`config.mk`:
```
export PLATFORM = sky130hd
export DESIGN_NAME = cmt_channel
export DESIGN_NICKNAME = d
export VERILOG_FILES = /design/src/rtl/cmt_pkg.sv /design/src/rtl/cmt_regbank.sv /design/src/rtl/cmt_match.sv /design/src/rtl/cmt_outstage.sv /design/src/rtl/cmt_channel.sv
export SDC_FILE = /design/constraint.sdc
export NUM_CORES = 1
export LEC_CHECK = 0
export BUFFER_PORTS_ARGS = -buffer_cell sky130_fd_sc_hd__buf_2
export CAP_MARGIN = 15
export CORE_UTILIZATION = 27
export DETAILED_ROUTE_END_ITERATION = 8
export GPL_TIMING_DRIVEN = 0
export MAX_ROUTING_LAYER = met4
export SLEW_MARGIN = 20
export SYNTH_ARGS = -nofsm -noshare
export SYNTH_HDL_FRONTEND = slang
export SYNTH_HIERARCHICAL = 1
export SYNTH_SLANG_ARGS = --single-unit
export TNS_END_PERCENT = 30
```
`constraint.sdc`:
```
create_clock -name clk -period 2.99 [get_ports clk]
set_clock_uncertainty 0.1 [all_clocks]
set_input_delay 0.299 -clock clk [delete_from_list [all_inputs] [get_ports clk]]
set_output_delay 0.299 -clock clk [all_outputs]
set_load 0.01 [all_outputs]
```
`src/rtl/cmt_pkg.sv`:
```
package cmt_pkg;
  localparam int ADDR_W = 2;

  typedef enum logic [ADDR_W-1:0] {
    CMT_A_CTRL  = 2'd0,
    CMT_A_CMPLO = 2'd1,
    CMT_A_CMPHI = 2'd2,
    CMT_A_STAT  = 2'd3
  } cmt_addr_e;

  // bit3 toggle, bit2 match, bit1 compare, bit0 interrupt
  typedef struct packed {
    logic tgl_en;
    logic mat_en;
    logic cmp_en;
    logic irq_en;
  } cmt_ctrl_t;

  localparam int CTRL_W = $bits(cmt_ctrl_t);
endpackage

```
`src/rtl/cmt_regbank.sv`:
```
module cmt_regbank
  import cmt_pkg::*;
#(
  parameter int DW = 8,
  localparam int CW = 2 * DW
) (
  input  logic              clk,
  input  logic              rst_n,
  input  logic [ADDR_W-1:0] addr,
  input  logic [DW-1:0]     wdata,
  input  logic              wr,
  input  logic              flag,
  output logic [DW-1:0]     rdata,
  output cmt_ctrl_t         ctrl,
  output logic [CW-1:0]     cmp,
  output logic              clr_req
);
  logic [DW-1:0] cmp_lo_q, cmp_hi_q;
  cmt_ctrl_t     ctrl_q;

  always_ff @(posedge clk or negedge rst_n) begin
    if (!rst_n) begin
      ctrl_q   <= '0;
      cmp_lo_q <= '0;
      cmp_hi_q <= '0;
    end else if (wr) begin
      unique case (cmt_addr_e'(addr))
        CMT_A_CTRL:  ctrl_q <= cmt_ctrl_t'(wdata[CTRL_W-1:0]);
        CMT_A_CMPLO: begin
          cmp_lo_q      <= wdata;
          ctrl_q.cmp_en <= 1'b0;
        end
        CMT_A_CMPHI: begin
          cmp_hi_q      <= wdata;
          ctrl_q.cmp_en <= 1'b1;
        end
        default: ;
      endcase
    end
  end

  assign ctrl    = ctrl_q;
  assign cmp     = {cmp_hi_q, cmp_lo_q};
  assign clr_req = wr && (cmt_addr_e'(addr) == CMT_A_STAT) && !wdata[0];

  always_comb begin
    unique case (cmt_addr_e'(addr))
      CMT_A_CTRL:  rdata = {{(DW-CTRL_W){1'b0}}, ctrl_q};
      CMT_A_CMPLO: rdata = cmp_lo_q;
      CMT_A_CMPHI: rdata = cmp_hi_q;
      default:     rdata = {{(DW-1){1'b0}}, flag};
    endcase
  end

  AST_LOW_WRITE_DISARMS: assert property (@(posedge clk) disable iff (!rst_n)
    (wr && cmt_addr_e'(addr) == CMT_A_CMPLO) |=> !ctrl.cmp_en);
  AST_HIGH_WRITE_ARMS: assert property (@(posedge clk) disable iff (!rst_n)
    (wr && cmt_addr_e'(addr) == CMT_A_CMPHI) |=> ctrl.cmp_en);
endmodule

```
`src/rtl/cmt_match.sv`:
```
module cmt_match #(
  parameter int CW = 16
) (
  input  logic          clk,
  input  logic          rst_n,
  input  logic [CW-1:0] timebase,
  input  logic [CW-1:0] cmp,
  input  logic          arm,
  output logic          match_evt
);
  logic eq, eq_q;

  assign eq = (timebase == cmp);

  always_ff @(posedge clk or negedge rst_n) begin
    if (!rst_n) eq_q <= 1'b0;
    else        eq_q <= eq;
  end

  // only the first cycle of equality counts
  assign match_evt = eq && !eq_q && arm;

  AST_ONE_EVENT_PER_VALUE: assert property (@(posedge clk) disable iff (!rst_n)
    match_evt |=> !match_evt);
endmodule

```
`src/rtl/cmt_outstage.sv`:
```
module cmt_outstage (
  input  logic clk,
  input  logic rst_n,
  input  logic match_evt,
  input  logic tgl_ok,
  input  logic clr_req,
  output logic pin,
  output logic flag
);
  always_ff @(posedge clk or negedge rst_n) begin
    if (!rst_n) begin
      pin  <= 1'b0;
      flag <= 1'b0;
    end else begin
      if (match_evt && tgl_ok) pin <= !pin;
      if (match_evt)           flag <= 1'b1;
      else if (clr_req)        flag <= 1'b0;
    end
  end

  AST_FLAG_STICKY: assert property (@(posedge clk) disable iff (!rst_n)
    (flag && !clr_req) |=> flag);
  AST_MATCH_BEATS_CLEAR: assert property (@(posedge clk) disable iff (!rst_n)
    (match_evt && clr_req) |=> flag);
endmodule

```
`src/rtl/cmt_channel.sv`:
```
module cmt_channel
  import cmt_pkg::*;
#(
  parameter int DW = 8,
  localparam int CW = 2 * DW
) (
  input  logic              clk,
  input  logic              rst_n,
  input  logic [ADDR_W-1:0] reg_addr,
  input  logic [DW-1:0]     reg_wdata,
  input  logic              reg_wr,
  output logic [DW-1:0]     reg_rdata,
  input  logic [CW-1:0]     timebase,
  output logic              tgl_out,
  output logic              irq
);
  cmt_ctrl_t     ctrl;
  logic [CW-1:0] cmp;
  logic          clr_req, flag, match_evt, arm, tgl_ok;

  cmt_regbank #(.DW(DW)) u_regs (
    .clk(clk), .rst_n(rst_n), .addr(reg_addr), .wdata(reg_wdata), .wr(reg_wr),
    .flag(flag), .rdata(reg_rdata), .ctrl(ctrl), .cmp(cmp), .clr_req(clr_req)
  );

  assign arm    = ctrl.cmp_en && ctrl.mat_en;
  assign tgl_ok = ctrl.tgl_en;

  cmt_match #(.CW(CW)) u_match (
    .clk(clk), .rst_n(rst_n), .timebase(timebase), .cmp(cmp), .arm(arm),
    .match_evt(match_evt)
  );

  cmt_outstage u_out (
    .clk(clk), .rst_n(rst_n), .match_evt(match_evt), .tgl_ok(tgl_ok),
    .clr_req(clr_req), .pin(tgl_out), .flag(flag)
  );

  assign irq = flag && ctrl.irq_en;

  AST_PIN_HOLDS_DISARMED: assert property (@(posedge clk) disable iff (!rst_n)
    !ctrl.cmp_en |=> $stable(tgl_out));
  AST_PIN_HOLDS_NO_TOGGLE: assert property (@(posedge clk) disable iff (!rst_n)
    !ctrl.tgl_en |=> $stable(tgl_out));
endmodule

```
Word-level counts from Yosys, hierarchy flattened
Index checks and enable logic that the tools add are counted.
Widths: inputs -> output; s select.

storage, ports and cells
  RAM bits = 0
  memories = 0
  register bits = 23
  latch bits = 0
  bits in read-only memories = 0
  input bits = 29
  output and inout bits = 10

cells by class
  multiply operators = 0
  reductions and logical operators = 17
  magnitude comparators = 0
  shift operators = 0
  div/mod/pow operators = 0
  muxes and demuxes = 4
  add/sub/neg operators = 0
  eq/ne operators = 4
  bitwise gates (word level) = 0

operators with widths
  operator            number
  $pmux 8 s3          1
  $eq 16x16->1        1
  $reduce_and 2->1    4
  $logic_and 1x1->1   7
  $eq 2x2->1 const B  2
  $logic_not 1->1     3
  $pmux 1 s3          1
  $reduce_bool 3->1   1
  $eq 2x1->1 const B  1
  $logic_not 2->1     1
  $mux 1              2
  $reduce_bool 2->1   1

Depth between registers and ports, before layout
Gate-level depths: netlist (run 1).

  depth after elaboration = 5
  gate-level depth with buffers = 6
  mapped depth without buffers = 6

Cells and area by module
Netlist (run 1), hierarchy kept.

modules (own cells, without submodules)
  module        instances  cells each  area an instance (µm²)  sequential area each (µm²)
  cmt_regbank   1          74          972.2                   500.5
  cmt_match     1          23          211.5                   25.0
  cmt_outstage  1          6           75.1                    50.0
  cmt_channel   1          2           12.5                    0.0

Worst setup path after synthesis (run 1)
No wires, ideal clock.

  path type = register -> register
  from = register u_regs.cmp_hi_q[2]
  to = register u_out.pin
  cell stages (with the launch flop) = 7
  arrival = 1.278 ns
  data required time = 2.766 ns
  path slack = 1.487 ns
  path buffers = 0
  cell sequence = dfrtp_1 xnor2_1 nand4_1 nor4_2 and3b_1 nand2_1 xnor2_1

between the ends
  cells in the longest elaborated chain, start to end = 4

ends and longest elaborated chain
  what                            RTL line            text
  start, declared                 cmt_regbank.sv:18   logic [DW-1:0] cmp_lo_q, cmp_hi_q;
  start signal, assigned          cmt_regbank.sv:34   cmp_hi_q <= wdata;
  $eq 16x16->1                    cmt_match.sv:13     assign eq = (timebase == cmp);
  net u_match.eq                  cmt_match.sv:11     logic eq, eq_q;
  $logic_and 1x1->1 (2 in a row)  cmt_match.sv:21     assign match_evt = eq && !eq_q && arm;
  net match_evt                   cmt_channel.sv:19   logic clr_req, flag, match_evt, arm, tgl_ok;
  $logic_and 1x1->1               cmt_outstage.sv:15  if (match_evt && tgl_ok) pin <= !pin;
  end signal, assigned            cmt_outstage.sv:15
  end, declared                   cmt_outstage.sv:7   output logic pin,

The timed path passes the listed nets, and every way through them passes these cells.
A chain may end at the register's enable or synchronous reset.

Worst setup path in the final report (run 1)
  from = input reg_addr[0]
  to = output reg_rdata[1]

between the ends
  cells in the longest elaborated chain, start to end = 2
  elaborated cells on any way between the ends = 4
  those cells by class = 2 x eq/ne; 1 x mux; 1 x reduce/logical

ends and longest elaborated chain
  what                                      RTL line           text
  start, declared                           cmt_channel.sv:9   input logic [ADDR_W-1:0] reg_addr,
  $eq 2x2->1, or another cell as far along  cmt_regbank.sv:47  unique case (cmt_addr_e'(addr))
  $pmux 8 s3 *                              cmt_regbank.sv:47
  end, declared                             cmt_channel.sv:12  output logic [DW-1:0] reg_rdata,

Mark *: on every way between the ends. The rest lies on a longest branch, timed or not.

==> flow_summary.json, run 1 <==
{
  "largest_net_degree_at_the_start_of_global_routing": 24,
  "worst-path-max-fanout": 8,
  "syn2layout_area_growth_pct": 24.5,
  "port_buffers": 38,
  "path_class": "in2out",
  "detailroute.via_count": 957,
  "htree_levels": 1,
  "worst_setup_hold_path_clk_slew_ps": 80,
  "cp_top_family": "buffers and inverters",
  "mean_instance_size_in_the_synthesized_netlist_um2": 12.1,
  "crit_path_end": "reg_rdata[1]",
  "hold_violations": 0,
  "drive_gt1_share_pct": 47.3,
  "power.static_leakage_uw": 0.000739,
  "synth_cell_types": 21,
  "critical_path_buf_inv_count": 4,
  "end_kind": "output pin",
  "ff2ff_setup_slack_ps": 1290,
  "final_period_minus_worst_setup_slack_ps": 1830,
  "dominantRegCellSynth": "sky130_fd_sc_hd__dfrtp_1",
  "antenna_left": 0,
  "hold_class": "in2reg",
  "tritoncts_num_sinks": 23,
  "power.density_cell_area_nw_per_um2": 507,
  "synth.area.top_cells": "sky130_fd_sc_hd__dfrtp_1 45%, sky130_fd_sc_hd__mux2_2 17%, sky130_fd_sc_hd__xnor2_1 12%",
  "run_status": "complete, no violations",
  "grt_pass1_wl_mm": 5.02,
  "diodes": 0,
  "crit_arrival_ps": 1430,
  "ctsLongestPathBuffers": 2,
  "critical_path.max_stage_delay_ps": 350,
  "grt_usage_pct": 13.3,
  "clock_insertion_delay_worst_skew_ps": 260,
  "regToRegStartpoint": "u_regs/cmp_lo_q[4]",
  "synth.yosys.seq_area_share_pct": 45.3,
  "layout_worst_path_cycle_share_pct": 61.1,
  "cp_cell_sequence": "buf_2, inv_1, ha_1, clkbuf_2, a222oi_1, nor2_1, buf_2",
  "synthMostInstantiatedCell": "sky130_fd_sc_hd__dfrtp_1",
  "synth-edff-count": 0,
  "core.rowCount": 24,
  "worst_r2r_path_depth": 6,
  "die-width_um": 70.6,
  "synthesis.yosys.warnings": 6,
  "worst-slew-pin-transition_ps": 524,
  "synth_commonest_cells": "23 x sky130_fd_sc_hd__dfrtp_1, 19 x sky130_fd_sc_hd__mux2_2, 17 x sky130_fd_sc_hd__xnor2_1, 8 x sky130_fd_sc_hd__nor2_1, 5 x sky130_fd_sc_hd__ha_1",
  "wire_per_inst_um": 15.3,
  "ctsRootBufferMaster": "sky130_fd_sc_hd__clkbuf_8",
  "drv_slew": 0,
  "wl_mm": 3.06,
  "die-height_um": 70.6,
  "routed_via_density": 4.79,
  "route.layer.met1.wl_mm": 1.43,
  "globalplace.congestion": 0.776,
  "design.die.area_um2": 4990,
  "drt_pass1_iterations": 5,
  "timing.slew.headroom_pct": 65.0,
  "netlist.top_cell.by_area": "sky130_fd_sc_hd__dfrtp_1",
  "totalNegativeSetupSlack_ps": 0,
  "met3_length_um": 175,
  "ir_drop_mv": 0.243,
  "globalRoute.totalOverflow": 0,
  "yosys_register_bits": 23,
  "end_of_the_worst_register_to_register_path": "u_out/pin",
  "report.final.setup_viol": 0,
  "postSynth.asyncResetShare_pct": 100,
  "via_count_of_the_first_global_routing_pass": 1108,
  "net_count_reported_at_finish": 183,
  "cpMostUsedCell": "sky130_fd_sc_hd__buf_2",
  "route.detailed.drc": 0,
  "finalPower_uw": 803,
  "setup_repair_after_global_routing_missed_its_margin": "no",
  "io_pins": 39,
  "antenna_violations_before_repair": 0,
  "worst_path_max_delay_cell": "sky130_fd_sc_hd__a222oi_1",
  "drt_first_iter_violations": 43,
  "top_signal_layer_used": "met4",
  "timing.critical_path.depth": 7,
  "cp.required_ps": 2590,
  "syn-instance-count": 105,
  "placeableCoreArea_um2": 4440,
  "crit_path_start_kind": "input port",
  "synthesis.area_um2": 1270,
  "timing.critical_path.from": "reg_addr[0]",
  "share_of_the_synthesized_area_in_the_top_cell_type_pct": 45.3,
  "postSynthNetCount": 139,
  "tritoncts.num_buffers": 3,
  "floorplan.initialDensity_pct": 28.6,
  "detailroute.wirelength.met2_mm": 1.43,
  "drv_cap": 0,
  "highest_achievable_clock_rate_ghz": 0.548,
  "tritoncts": "built"
}
registers in the layout, summed over array words and instances (netlist names):
name	count
u_regs/cmp_hi_q	8
u_regs/cmp_lo_q	8
u_regs/ctrl	4
u_match/eq_q	1
u_out/flag	1
u_out/pin	1
final cells by class:
class,instances,area (um2)
inverters,4,15.0
repair buffers,39,200
plain buffers,3,17.5
clock buffers,3,41.3
well taps,52,65.1
clock inverters,1,5.00
flip-flops and latches,23,576
multi-input cells,75,663
fillers,460,2860
power breakdown:
group          internal, uW  leakage [uW]  total (uW)  switching (uW)
sequential              362      0.000279         409            47.1
combinational           119      0.000434         205            86.8
clock                  92.8     0.0000255         188            95.3
per-stage QoR:
stage                     utilization (%)  setup WS [ps]  hold slack (ps)  cell area, um2  instances
after floorplan                         -           1490            -96.6            1270        105
after global placement               34.3           1160              191            1530        195
after detailed placement             34.3           1170              210            1530        195
after CTS                            35.6           1170              177            1580        200
after global routing                 35.6           1090              175            1580        200
final                                35.6           1160              184            1580        200
worst reg2reg max path: stages (launching register included):
cell                      delay [ps]
sky130_fd_sc_hd__dfrtp_1         410
sky130_fd_sc_hd__xnor2_1         190
sky130_fd_sc_hd__nand4_1         140
sky130_fd_sc_hd__nor4_2          330
sky130_fd_sc_hd__and3b_1         240
sky130_fd_sc_hd__nand2_1          70
sky130_fd_sc_hd__xnor2_1         120
logic make-up (layout without fill, tap and decap cells):
kind of cell | count (synthesis) | count (layout) | synth area share, %
adders and majority gates | 5 | 5 | 4.92
buffers and inverters | 7 | 50 | 2.56
DFF | 23 | 23 | 45.3
muxes | 22 | 22 | 20.0
xor gates and xnor gates | 17 | 17 | 11.7
AOI/OAI and AO/OA | 9 | 9 | 6.20
and+or+nand+nor | 22 | 22 | 9.35
timing repair:
item / in CTS / in global routing
gates resized for setup: 0 / 0
hold buffers: 1 / 0
buffers inserted: 0 / 0
endpoints found under the hold margin: 23 / 0
placed cells by master, fill, tap and decap left out, drive strengths merged, types with 2 or more instances in the layout:
cell,n
buf,40
dfrtp,23
mux2,21
xnor2,17
nor2,8
ha,5
nand2,5
nand4,4
inv,4
a222oi,4
a22oi,4
clkbuf,4
and2,2
metal layers:
metal,track usage [%],vias up
met5,-,-
met2,21.5,35
met4,4.67,0
li1,-,457
met1,17.1,463
met3,2.28,2
how the worst min path moves through the flow:
stage	from	end	slack (ps)	cells past startpoint
3_5_place_dp	rst_n	u_regs/cmp_lo_q[5]	210	1
5_1_grt	reg_wdata[7]	u_regs/cmp_hi_q[7]	170	2
3_3_place_gp	rst_n	u_regs/cmp_lo_q[5]	190	1
6_report	reg_wdata[7]	u_regs/cmp_hi_q[7]	180	2
4_1_cts	reg_wdata[7]	u_regs/cmp_hi_q[7]	180	2
2_1_floorplan	rst_n	u_match/eq_q	-100	0
Power figures use the tool's default switching activity.
==> run 2: changes to the inputs <==
Settings changed: ABC_AREA set to 1.
Clock period 2.99 ns to 1.8 ns, I/O delays scaled along.
==> run 2 against run 1 <==
Against the previous run:
- sequential power rose by 62%
- sequential share of layout area decreased by 5.9 points
- first-iteration DRC count shrank 9.3%
- die area increased by 22%
- setup slack worse by 840 ps
- synthesized area is 22% higher
- critical path depth grew 3
- global-route usage fell by 0.35 points
- routed wire length increased by 15%
- synthesized cell count increased by 120%
- non-clock buffer count is 1 higher
- clock power increased by 76%
- largest cell class unchanged
==> flow_summary.json, run 2 <==
{
  "run_status": "complete, no violations",
  "largest_net_degree_at_the_start_of_global_routing": 24,
  "cp_top_family": "simple AND/OR/NAND/NOR gates",
  "worst_path_max_delay_cell": "sky130_fd_sc_hd__dfrtp_1",
  "htree_levels": 1,
  "multiInputGateArea_um2": 763,
  "core.rowCount": 27,
  "setup_repair_after_global_routing_missed_its_margin": "no",
  "hold_violations": 0,
  "worst_hold_path_cells": 3,
  "worst-path-max-fanout": 4,
  "grt_pass1_wl_mm": 5.94,
  "drive_gt1_share_pct": 22.9,
  "tritoncts.num_buffers": 3,
  "detailroute.via_count": 1458,
  "dominantRegCellSynth": "sky130_fd_sc_hd__dfrtp_1",
  "power.static_leakage_uw": 0.00116,
  "grt_usage_pct": 13.0,
  "globalRoute.totalOverflow": 0,
  "share_of_the_synthesized_area_in_the_top_cell_type_pct": 37.0,
  "final_cell_area_um2": 1890,
  "final_common_cell": "sky130_fd_sc_hd__nand2_1",
  "globalplace.congestion": 0.778,
  "report.final.setup_viol": 0,
  "io_pins": 39,
  "net_count_reported_at_finish": 314,
  "critical_path_buf_inv_count": 0,
  "layout_worst_path_cycle_share_pct": 82.0,
  "netlist.top_cell.by_area": "sky130_fd_sc_hd__dfrtp_1",
  "drt_pass1_iterations": 4,
  "cp.required_ps": 1860,
  "ir_drop_mv": 0.218,
  "synth.yosys.seq_area_share_pct": 37.0,
  "design.die.area_um2": 6070,
  "tritoncts_num_sinks": 23,
  "ctsLongestPathBuffers": 2,
  "route.detailed.drc": 0,
  "synth_cell_types": 15,
  "via_count_of_the_first_global_routing_pass": 1390,
  "worst_setup_hold_path_clk_slew_ps": 80,
  "hold_class": "in2reg",
  "tritoncts": "built",
  "drt_first_iter_violations": 39,
  "ctsRootBufferMaster": "sky130_fd_sc_hd__clkbuf_8",
  "highest_achievable_clock_rate_ghz": 0.677,
  "worst_r2r_path_depth": 10,
  "crit_path_start_kind": "flip-flop",
  "worst-slew-pin-transition_ps": 537,
  "wl_mm": 3.52,
  "postSynthNetCount": 270,
  "synthMostInstantiatedCell": "sky130_fd_sc_hd__nand2_1",
  "diodes": 0,
  "seqCellArea_um2": 576,
  "synthesis.yosys.warnings": 6,
  "pre_cts_slack_ps": 321,
  "die-width_um": 77.9,
  "layout.cells.most_common_list": "95 x sky130_fd_sc_hd__nand2_1, 49 x sky130_fd_sc_hd__inv_1, 40 x sky130_fd_sc_hd__buf_2, 26 x sky130_fd_sc_hd__nor2_1, 23 x sky130_fd_sc_hd__dfrtp_1",
  "dp.final_hpwl_mm": 2.76,
  "synthesis.area_um2": 1560,
  "mean_instance_size_in_the_synthesized_netlist_um2": 6.59,
  "syn2layout_area_growth_pct": 21.6,
  "dpl_cell_area_um2": 1840,
  "path_class": "reg2reg",
  "synth-edff-count": 0,
  "routed_via_density": 4.15,
  "cpMostUsedCell": "sky130_fd_sc_hd__nand2_1",
  "port_buffers": 38,
  "floorplan.initialDensity_pct": 28.1,
  "utilization_pct": 34.1,
  "timing.final.ws_setup_ps": 323,
  "end_kind": "flip-flop",
  "totalNegativeSetupSlack_ps": 0,
  "syn-instance-count": 236,
  "antenna_violations_before_repair": 0,
  "clock_insertion_delay_worst_skew_ps": 270,
  "drv_slew": 0,
  "die-height_um": 77.9,
  "antenna_left": 0,
  "timing.slew.headroom_pct": 64.2,
  "drv_cap": 0,
  "critical_path.max_stage_delay_ps": 420,
  "postSynth.asyncResetShare_pct": 100,
  "cp_cell_sequence": "nor2_1, nor2_1, nor2_1, nand2_1, nor2_1, nand2_1, nor2_2, nand2_1, nand2_1, nand2_1",
  "power.density_cell_area_nw_per_um2": 715,
  "nFillCells": 642,
  "timing.critical_path.depth": 10,
  "synth.area.top_cells": "sky130_fd_sc_hd__dfrtp_1 37%, sky130_fd_sc_hd__nand2_1 23%, sky130_fd_sc_hd__inv_1 12%",
  "post-cts-setup-buffer-count": 0,
  "wire_per_inst_um": 10.0,
  "synth_commonest_cells": "95 x sky130_fd_sc_hd__nand2_1, 49 x sky130_fd_sc_hd__inv_1, 26 x sky130_fd_sc_hd__nor2_1, 23 x sky130_fd_sc_hd__dfrtp_1, 16 x sky130_fd_sc_hd__o21ai_2",
  "final_period_minus_worst_setup_slack_ps": 1480,
  "placeableCoreArea_um2": 5540,
  "crit_arrival_ps": 1540,
  "yosys_register_bits": 23
}
run 2: power breakdown:
part           internal [uW]  switching, uW
logic                    154            204
registers                589           72.8
clock network            158            172
run 2: stage by stage:
| stage | total power (uW) | hold WS, ps | instances |
|---|---|---|---|
| 6_report | 1350 | 90.4 | 351 |
| 5_1_grt | 1450 | 101 | 351 |
| 4_1_cts | 1370 | 88.2 | 351 |
| 3_5_place_dp | 1030 | 93.0 | 346 |
| 3_3_place_gp | 1020 | 90.7 | 346 |
| 2_1_floorplan | 908 | -216 | 236 |
run 2: cells by family after synthesis:
logic type | share of synthesized area, %
AOI/OAI and AO/OA | 12.1
buffers and inverters | 13.9
and+or+nand+nor | 33.0
DFF | 37.0
adders and majority gates | 4.02
run 2: worst paths after layout:
path	from	endpoint	slack (ps)
worst max-delay path	u_regs/cmp_hi_q[5]	u_out/pin	320
worst min-delay path	reg_wdata[7]	u_regs/cmp_hi_q[7]	90
worst max register to register	u_regs/cmp_hi_q[5]	u_out/pin	320
worst min register to register	u_out/pin	u_out/pin	400
max in group asynchronous	rst_n	u_out/flag	920
min in group asynchronous	rst_n	u_regs/cmp_hi_q[4]	320
run 2: final cells by class:
| cell class | count | area share, % |
|---|---|---|
| Buffer | 4 | 1.72 |
| Clock buffer | 4 | 2.38 |
| Inverter | 49 | 9.73 |
| Multi-Input combinational cell | 160 | 40.4 |
| Sequential cell | 23 | 30.4 |
| Tap cell | 72 | 4.77 |
| Timing Repair Buffer | 39 | 10.6 |
run 2: per-layer routing:
layer	vias to the layer above	GRT usage, %	routed length (um)
li1	775	-	-
met1	644	15.6	1620
met2	34	21.0	1630
met3	5	2.00	202
met4	0	6.85	72
met5	-	-	0
run 2: worst min-delay path, stage by stage:
cell and delay, ps:
sky130_fd_sc_hd__buf_2 70, sky130_fd_sc_hd__inv_1 60, sky130_fd_sc_hd__o21ai_2 120
run 2: timing repair:
item | 4_1_cts | 5_1_grt
hold buffers | 1 | 0
resized for setup | 0 | 0
endpoints found under the hold margin | 23 | 0
